## config.mk

```make
export PLATFORM = sky130hd
export DESIGN_NAME = pkt_slot_mgr
export DESIGN_NICKNAME = d
export VERILOG_FILES = /design/src/rtl/pkt_slot_mgr.sv
export SDC_FILE = /design/constraint.sdc
export NUM_CORES = 1
export LEC_CHECK = 0
export ABC_AREA = 1
export ABC_CLOCK_PERIOD_IN_PS = 5420
export BUFFER_PORTS_ARGS = -buffer_cell sky130_fd_sc_hd__buf_2
export CAP_MARGIN = 15
export CORE_MARGIN = 3
export CORE_UTILIZATION = 47
export DETAILED_ROUTE_END_ITERATION = 6
export GPL_TIMING_DRIVEN = 0
export PLACE_DENSITY = 0.77
export SLEW_MARGIN = 25
export SYNTH_ARGS = -nofsm -noshare
export SYNTH_HDL_FRONTEND = slang
export SYNTH_SLANG_ARGS = --single-unit
```

## constraint.sdc

```tcl
create_clock -name clk -period 5.42 [get_ports clk]
set_input_delay 1.084 -clock clk [delete_from_list [all_inputs] [get_ports clk]]
set_output_delay 1.084 -clock clk [all_outputs]
set_load 0.005 [all_outputs]
```

## src/rtl/pkt_slot_mgr.sv

```systemverilog
module pkt_slot_mgr #(
  parameter int NTRIP = 3,
  parameter int APP_W = 2,
  parameter int PAY_W = 16,
  parameter int NPROC = 4,
  parameter int NBYP  = 2,
  localparam int TRIP_W = APP_W + 3,
  localparam int TAG_W  = NTRIP * TRIP_W,
  localparam int PKT_W  = TAG_W + PAY_W,
  localparam int SW     = $clog2(NPROC)
) (
  input  logic             clk,
  input  logic             rst,
  input  logic             in_vld,
  input  logic [PKT_W-1:0] in_pkt,
  output logic             in_rdy,
  output logic [3:0]       out_vld,
  input  logic [3:0]       out_rdy,
  output logic [PKT_W-1:0] out_pkt,
  output logic             claim_vld,
  input  logic             claim_take,
  output logic [SW-1:0]    claim_slot,
  output logic [APP_W-1:0] claim_app,
  output logic [PKT_W-1:0] claim_pkt,
  input  logic             done_vld,
  input  logic [SW-1:0]    done_slot
);
  localparam int BPW = (NBYP > 1) ? $clog2(NBYP) : 1;
  localparam int BCW = $clog2(NBYP + 1);

  typedef enum logic [1:0] {S_FREE, S_WAIT, S_BUSY, S_DONE} slot_st_t;

  wire [TRIP_W-1:0] lead   = in_pkt[TRIP_W-1:0];
  wire              in_exe = lead[TRIP_W-1];
  wire [PKT_W-1:0]  in_fwd = {in_pkt[PKT_W-1:TAG_W], {TRIP_W{1'b0}}, in_pkt[TAG_W-1:TRIP_W]};

  slot_st_t         st    [NPROC];
  logic [PKT_W-1:0] s_pkt [NPROC];
  logic [1:0]       s_dir [NPROC];
  logic [APP_W-1:0] s_app [NPROC];

  logic [SW-1:0] wq [NPROC];
  logic [SW:0]   wq_cnt;

  logic [PKT_W-1:0] b_pkt [NBYP];
  logic [1:0]       b_dir [NBYP];
  logic [BPW-1:0]   b_rd, b_wr;
  logic [BCW-1:0]   b_cnt;

  logic          locked, lk_proc, pref_proc;
  logic [SW-1:0] lk_slot;

  logic          free_any, done_any, any_out, sel_proc;
  logic [SW-1:0] free_idx, done_idx, sel_slot;
  logic [1:0]    out_dir;

  always_comb begin
    free_any = 1'b0;
    free_idx = '0;
    done_any = 1'b0;
    done_idx = '0;
    for (int i = NPROC - 1; i >= 0; i--) begin
      if (st[i] == S_FREE) begin
        free_any = 1'b1;
        free_idx = SW'(i);
      end
      if (st[i] == S_DONE) begin
        done_any = 1'b1;
        done_idx = SW'(i);
      end
    end
  end

  wire b_full  = (b_cnt == BCW'(NBYP));
  wire b_any   = (b_cnt != '0);

  assign in_rdy = in_exe ? free_any : !b_full;
  wire in_fire  = in_vld && in_rdy;
  wire p_push   = in_fire && in_exe;
  wire b_push   = in_fire && !in_exe;

  assign claim_vld  = (wq_cnt != '0);
  assign claim_slot = wq[0];
  assign claim_app  = s_app[wq[0]];
  assign claim_pkt  = s_pkt[wq[0]];
  wire claim_fire   = claim_vld && claim_take;

  always_comb begin
    sel_slot = done_idx;
    if (locked) begin
      any_out  = 1'b1;
      sel_proc = lk_proc;
      sel_slot = lk_slot;
    end else begin
      any_out  = done_any || b_any;
      sel_proc = (done_any && b_any) ? pref_proc : done_any;
    end
  end

  assign out_dir = sel_proc ? s_dir[sel_slot] : b_dir[b_rd];
  assign out_pkt = sel_proc ? s_pkt[sel_slot] : b_pkt[b_rd];
  assign out_vld = any_out ? (4'b0001 << out_dir) : 4'b0000;
  wire out_fire  = |(out_vld & out_rdy);
  wire p_pop     = out_fire && sel_proc;
  wire b_pop     = out_fire && !sel_proc;

  wire [SW:0] wpos = wq_cnt - {{SW{1'b0}}, claim_fire};

  always_ff @(posedge clk) begin
    if (rst) begin
      locked    <= 1'b0;
      lk_proc   <= 1'b0;
      lk_slot   <= '0;
      pref_proc <= 1'b0;
      wq_cnt    <= '0;
      b_rd      <= '0;
      b_wr      <= '0;
      b_cnt     <= '0;
      for (int i = 0; i < NPROC; i++) begin
        st[i] <= S_FREE;
        wq[i] <= '0;
      end
    end else begin
      locked  <= any_out && !out_fire;
      lk_proc <= sel_proc;
      lk_slot <= sel_slot;
      if (out_fire) pref_proc <= !sel_proc;

      for (int i = 0; i < NPROC; i++) begin
        if (p_push && free_idx == SW'(i)) begin
          st[i]    <= S_WAIT;
          s_pkt[i] <= in_fwd;
          s_dir[i] <= lead[1:0];
          s_app[i] <= lead[TRIP_W-2:2];
        end
        if (claim_fire && wq[0] == SW'(i)) st[i] <= S_BUSY;
        if (done_vld && done_slot == SW'(i) && st[i] == S_BUSY) st[i] <= S_DONE;
        if (p_pop && sel_slot == SW'(i)) st[i] <= S_FREE;
      end

      if (claim_fire)
        for (int k = 0; k < NPROC - 1; k++) wq[k] <= wq[(k + 1) % NPROC];
      if (p_push) wq[wpos[SW-1:0]] <= free_idx;
      wq_cnt <= wq_cnt + {{SW{1'b0}}, p_push} - {{SW{1'b0}}, claim_fire};

      if (b_push) begin
        b_pkt[b_wr] <= in_fwd;
        b_dir[b_wr] <= lead[1:0];
        b_wr <= (b_wr == BPW'(NBYP - 1)) ? '0 : b_wr + 1'b1;
      end
      if (b_pop) b_rd <= (b_rd == BPW'(NBYP - 1)) ? '0 : b_rd + 1'b1;
      b_cnt <= b_cnt + BCW'(b_push) - BCW'(b_pop);
    end
  end

  p_reset_r1: assert property (@(posedge clk)
    rst |=> (out_vld == 4'b0000 && !claim_vld && in_rdy));

  p_claim_r2: assert property (@(posedge clk) disable iff (rst)
    (in_vld && in_rdy && in_exe && !claim_vld) |=> claim_vld);

  p_bypass_r3: assert property (@(posedge clk) disable iff (rst)
    (in_vld && in_rdy && !in_exe) |=> (out_vld != 4'b0000));

  p_hold_r6: assert property (@(posedge clk) disable iff (rst)
    (out_vld != 4'b0000 && (out_vld & out_rdy) == 4'b0000)
      |=> ($stable(out_vld) && $stable(out_pkt)));

  p_onehot_r7: assert property (@(posedge clk) disable iff (rst)
    $onehot0(out_vld));
endmodule

```

==> flow_summary.toml, run 1 <==
[run_status]
outcome = "finished clean"

[cts]
cts-root-buf = "clkbuf_16"
htreeDepth = 1
post-cts-setup-buffer-count = 0
tritoncts = "yes"
clkLatencyLatePin_ps = 510
cts_made_buffers = 22
cts_resized = 0
hold_buffers = 0
clock_sinks = 205
clk_path_buf_depth = 3
clk_pin_slew_ps = 60

[grt]
antenna_found_initial = 0
grt_usage = 0.218
grt_pass1_wl_mm = 36.1
grt_overflow_total = 0
first_global_vias = 6732
grt_start_max_net_pins = 20

[sta]
slew_headroom = 0.486
min_period_ps = 4190
setup_viol = 0
fin_skew_ps = 14.7
rsz0062_at_grt = "no"
fin_crit_sh = 0.773
max_freq_mhz = 239
drv_slew = 0
worstMarginPinSlew_ps = 771
hold_viol = 0

[yosys]
synthTopCellsByArea = "edfxtp_1, nand2_1, a22oi_1"
synth-seq-area-share = 0.660
yosysTopAreaCell = "edfxtp_1"
yosys_warnings = 0
synth_seq_cells = 205
synth_area_um2 = 9130
async_reset_ff_frac = 0
syn_area_per_cell_um2 = 11.4
synth_edf_count = 192
yosysTopAreaCellShare = 0.632
synthFlopType = "edfxtp_1"
synth.distinct_cells = 39
synthCells = 798

[worst_setup_path]
cp.arrival_ps = 3110
cp_data_required_time_ps = 4340
worst_setup_path_end_kind = "output port"
critPathKind = "reg -> out"
cp-start-kind = "flip-flop"
worstPathMaxFanout = 10

[detailed_routing]
viasPerCell = 5.61
totalWireLength_mm = 23.9
vias = 6873
drc = 0
wl_per_cell_um = 19.5
dr.pass1.iters = 6
drtIter0Drc = 702
antenna_left = 0

[final_layout]
utilization = 0.576
seq_area_um2 = 6030
stdcell_area_um2 = 10900
fill_cells = 1528
nets = 999
layout-drive-gt1-share = 0.216
syn2layout_area_growth_pct = 19.2
num_antenna_cells = 0
multi_input_area_um2 = 2580

[die]
die_w_um = 145
row_count = 50
die_y_um = 145
start_util = 0.483
die_area_um2 = 21100
core_um2 = 18900
io_pins = 114

[placement]
io_buffers = 102
place_congestion = 0.806
place_area_um2 = 10200
dp_hpwl_mm = 16.5

[power_and_ir_drop]
clkPwrFrac = 0.292
power.leakage_nw = 4.32
power_frac_seq = 0.395
p_int_mw = 3.16
peakVddDrop_mv = 0.299
switching_share = 0.335
powerDensity_nw_per_um2 = 437
p_switching_mw = 1.59
p_comb_frac = 0.312

[min_path]
hold_path_class = "reg -> reg"

[run]
cap_violations = 0
synthesized netlist by cell type, types with 4 or more instances:
cell type / count
o211ai_1: 5
a22oi_1: 49
nor2_2: 7
nor2_1: 53
dfxtp_1: 13
a31oi_1: 21
edfxtp_1: 192
inv_2: 7
nand2_1: 141
o221ai_1: 36
nand3_1: 37
inv_1: 95
o21ai_0: 19
clkbuf_1: 17
nand3_2: 5
buf_1: 8
buf_4: 11
nor3_1: 13
buf_2: 4
a21oi_1: 19
ha_1: 5
a32oi_1: 5
nand2_2: 12
nand4_1: 4
through the flow:
stage                     cells  total power, mW  setup WS, ps  hold slack, ps  setup TNS (ps)
final                      1226             4.75          1230             463               0
after global routing       1226             4.98           940             493               0
after CTS                  1226             4.76          1230             464               0
after detailed placement   1187             3.38          1770             455               0
after global placement     1169             3.33         -1220             449          -89900
after floorplan             807             2.78           999             441               0
cells in the final DEF (no fill, tap or decap), drive strengths merged, types with 13 or more instances in the layout:
master | Yosys | routed
edfxtp | 192 | 192
nand2 | 155 | 155
buf | 23 | 143
inv | 103 | 103
nor2 | 64 | 64
a22oi | 49 | 49
clkbuf | 17 | 44
nand3 | 42 | 42
o221ai | 36 | 36
o21ai | 22 | 22
a31oi | 21 | 21
a21oi | 19 | 19
dfxtp | 13 | 13
nor3 | 13 | 13
metal layers:
metal,vias to the layer above,global-route usage,share of wire
met5,-,0,0
met2,398,0.376,0.49
met1,3234,0.267,0.38
met3,72,0.0433,0.091
met4,0,0.0950,0.038
li1,3169,-,-
path summary, 6_finish.rpt:
kind / start / endpoint / slack, ps / cells after the start
worst min register to register: b_wr$_SDFFE_PP0P_ / b_wr$_SDFFE_PP0P_ / 460 / 2
worst min-delay path: b_wr$_SDFFE_PP0P_ / b_wr$_SDFFE_PP0P_ / 460 / 2
worst max-delay path: st[3][1]$_SDFFCE_PP0P_ / out_pkt[28] / 1230 / 13
worst max register to register: st[0][1]$_SDFFCE_PP0P_ / s_pkt[2][0]$_DFFE_PP_ / 2440 / 12
flip-flops by register name (all words and copies together) (netlist names), named ones only:
register and flops:
wq_cnt 3, b_cnt 2, pref_proc 1, b_pkt 52, b_dir 4, lk_proc 1
s_dir 8, s_pkt 104, lk_slot 2, b_rd 1, wq 8, st 8
b_wr 1, locked 1, s_app 8
worst max-delay path: stages (launching register included):
cell	delay [ps]
edfxtp_1	410
nand2_1	100
inv_1	40
nand2_1	40
nand2_1	50
nand2_2	140
nand2_4	130
nor2_2	410
clkbuf_1	540
a22oi_1	200
o221ai_1	110
nor2_1	90
a31oi_1	180
buf_2	130
power groups by stage:
| stage | logic (mW) | registers, mW | clock network [mW] |
|---|---|---|---|
| global route | 1.62 | 1.88 | 1.48 |
| finish | 1.49 | 1.88 | 1.39 |
| CTS | 1.48 | 1.88 | 1.41 |
| floorplan | 0.882 | 1.90 | 0 |
| detailed placement | 1.47 | 1.91 | 0 |
| global placement | 1.42 | 1.91 | 0 |
area by class of cell:
| cell class | instances | share of cell area |
|---|---|---|
| Multi-Input combinational cell | 458 | 0.237 |
| Clock buffer | 27 | 0.0543 |
| Tap cell | 260 | 0.0299 |
| Timing Repair Buffer | 120 | 0.0640 |
| Clock inverter | 12 | 0.00690 |
| Inverter | 104 | 0.0361 |
| Sequential cell | 205 | 0.554 |
| Buffer | 40 | 0.0180 |
cells by family (layout without fill, tap and decap cells):
| logic type | after synthesis | in the layout | share of synthesized area |
|---|---|---|---|
| AO/OA/AOI/OAI | 160 | 160 | 0.125 |
| XOR/XNOR | 2 | 2 | 0.00192 |
| adder cells (fa/ha/maj) | 6 | 6 | 0.00905 |
| buffers and inverters | 144 | 303 | 0.0646 |
| flip-flops | 205 | 205 | 0.660 |
| other | 1 | 10 | 0.000411 |
| AND/OR/NAND/NOR | 280 | 280 | 0.139 |
(Power assumes the default switching activity.)
==> run 2, diff against run 1 <==
Settings changed: ABC_AREA 1 to 0, ABC_CLOCK_PERIOD_IN_PS 5420 to 3700, PLACE_DENSITY 0.77 to 0.79.
Clock period 5.42 ns to 3.7 ns, I/O delays scaled along.
==> run 2 against run 1 <==
Synthesized area increased by 0.66%. Die area increased by 0.63%. Clock power increased by 45%. Global-route usage decreased by 0.59 points. Register-to-register slack got worse by 2100 ps. Cell count decreased by 16%. Power increased by 59%. Synthesized cell count decreased by 24%. Sequential cell count unchanged. Highest routed layer is now met5. Largest cell class unchanged. Routed wire length decreased by 2.0%. Critical path type unchanged.
==> flow_summary.toml, run 2 <==
[grt]
grt_pass1_wl_mm = 35.5
grt_overflow_total = 0
first_global_vias = 6336
antenna_found_initial = 1
grt_start_max_net_pins = 22
grt_usage = 0.212

[yosys]
synth.distinct_cells = 66
yosys_warnings = 0
synth_compound_area_frac = 0.114
yosysTopAreaCellShare = 0.627
synthTopCellsByCount = "edfxtp_1, a21oi_1, nor2b_1, clkbuf_1, mux4_2"
synthTopCellsByArea = "edfxtp_1, mux4_2, mux2_2"
synth-simple-area-share = 0.0786
synth_area_um2 = 9190
synth_xor_area_frac = 0.00667
synth_top_family_by_area = "compound AO/OA/AOI/OAI gates"
synth-seq-area-share = 0.656
async_reset_ff_frac = 0
synthFlopType = "edfxtp_1"
syn_area_per_cell_um2 = 15.1
synth_fa_ha_area_frac = 0.00899
synthCells = 607
muxShareOfSynthArea = 0.107
synth.most_common_cell = "edfxtp_1"
synth_edf_count = 192
synth_seq_cells = 205
yosysTopAreaCell = "edfxtp_1"

[detailed_routing]
drtIter0Drc = 677
viasPerCell = 6.06
antenna_left = 0
wl_per_cell_um = 22.7
vias = 6255
dr.pass1.iters = 6
drc = 0
totalWireLength_mm = 23.4

[sta]
slew_headroom = 0.350
fin_skew_ps = 9.08
min_period_ps = 3630
setup_viol = 0
fin_crit_sh = 0.982
drv_slew = 0
hold_viol = 0
max_freq_mhz = 275
finalWorstSetupSlack_ps = 65.7
worstMarginPinSlew_ps = 966

[worst_setup_path]
startpoint = "st[1][0]$_SDFFCE_PP0P_"
cp-start-kind = "flip-flop"
cp.arrival_ps = 2890
worstPathMaxFanout = 10
r2r_start = "st[1][0]$_SDFFCE_PP0P_"
reg2regPathDepth = 9
critPathKind = "reg -> out"
cp_data_required_time_ps = 2960
worst_setup_path_end_kind = "output port"

[die]
start_util = 0.485
die_w_um = 146
io_pins = 114
die_area_um2 = 21300
core_um2 = 19000
die_y_um = 146
row_count = 50

[final_layout]
nets = 805
stdcell_area_um2 = 11000
layout-drive-gt1-share = 0.330
layout_commonest_cell = "edfxtp_1"
fill_cells = 1435
largest_register_ffs = 104
regMostFlops = "s_pkt"
syn2layout_area_growth_pct = 20.1
reg.largest.list = "s_pkt: 104 flops, b_pkt: 52 flops"
final_cell_mix = "edfxtp_1, buf_2, a21oi_1, nor2b_1, mux4_2"

[placement]
io_buffers = 102
place_congestion = 0.881
place_area_um2 = 10200
dp_hpwl_mm = 15.5
pre_cts_ws_ps = 75.3

[cts]
tritoncts = "yes"
htreeDepth = 1
hold_buffers = 0
clk_path_buf_depth = 3
clk_pin_slew_ps = 60
cts_made_buffers = 23
clock_sinks = 205
cts-root-buf = "clkbuf_16"
clkLatencyLatePin_ps = 510

[power_and_ir_drop]
peakVddDrop_mv = 0.517
power.leakage_nw = 3.86
powerDensity_nw_per_um2 = 685
p_total_mw = 7.56

[min_path]
worstHoldPathCells = 1
min_from = "in_pkt[3]"
hold_path_class = "in -> reg"

[run]
cap_violations = 0

[run_status]
outcome = "finished clean"
-- run 2: worst max-delay path, stage by stage, from the launching register on --
cell      delay (ps)
edfxtp_1         510
buf_4            190
a21o_1           180
o221ai_2         280
clkbuf_4         320
clkbuf_2         330
a222oi_1         170
a21oi_1          250
buf_2            160
-- run 2: metal layers --
layer / wire, µm / global-route usage / vias up / part of all wire
met5: 13 / 0 / - / 0.00056
met2: 11100 / 0.350 / 411 / 0.47
met4: 765 / 0.0665 / 2 / 0.033
li1: - / - / 2752 / -
met1: 9070 / 0.280 / 3024 / 0.39
met3: 2460 / 0.0492 / 66 / 0.10
-- run 2: cell type report --
| type | instances | area [µm²] | area share |
|---|---|---|---|
| clock buffer | 26 | 587 | 0.0532 |
| sequential | 205 | 6030 | 0.546 |
| buffer | 47 | 274 | 0.0248 |
| multi-input combinational | 354 | 2990 | 0.271 |
| tap | 260 | 325 | 0.0295 |
| clock inverter | 14 | 90.1 | 0.00817 |
| timing repair buffer | 117 | 703 | 0.0637 |
| antenna | 1 | 2.50 | 0.000227 |
| inverter | 9 | 33.8 | 0.00306 |
-- run 2: report_power, final --
group / internal, mW / switching [mW] / leakage [nW]
Clock: 1.15 / 0.878 / 0.332
Sequential: 2.72 / 0.107 / 1.87
Combinational: 1.13 / 1.58 / 1.66
-- run 2: per-stage QoR --
stage / util / cells / hold WS (ps) / TNS, ps
after floorplan: - / 616 / 481 / 0
after global placement: 0.531 / 978 / 497 / -103930
after detailed placement: 0.540 / 988 / 512 / 0
after CTS: 0.577 / 1027 / 434 / 0
after global routing: 0.582 / 1032 / 442 / -201
final: 0.582 / 1033 / 444 / 0
-- run 2: timing repair --
item                       CTS  global route
setup buffers                0             5
pin swaps                    0             3
resized for setup           16            31
setup endpoints to repair   46            41
-- run 2: worst paths after layout --
kind	end	slack, ps
worst min register to register	flip-flop	520
worst max register to register	st[2][1]$_SDFFCE_PP0P_	380
worst max-delay path	out_pkt[17]	70
worst min-delay path	s_app[1][1]$_DFFE_PP_	440
-- run 2: cell families after synthesis --
logic type	Yosys count
AOI/OAI and AO/OA	136
xor gates and xnor gates	7
muxes	60
other	1
adders and majority gates	6
and+or+nand+nor	135
DFF	205
buffers and inverters	57
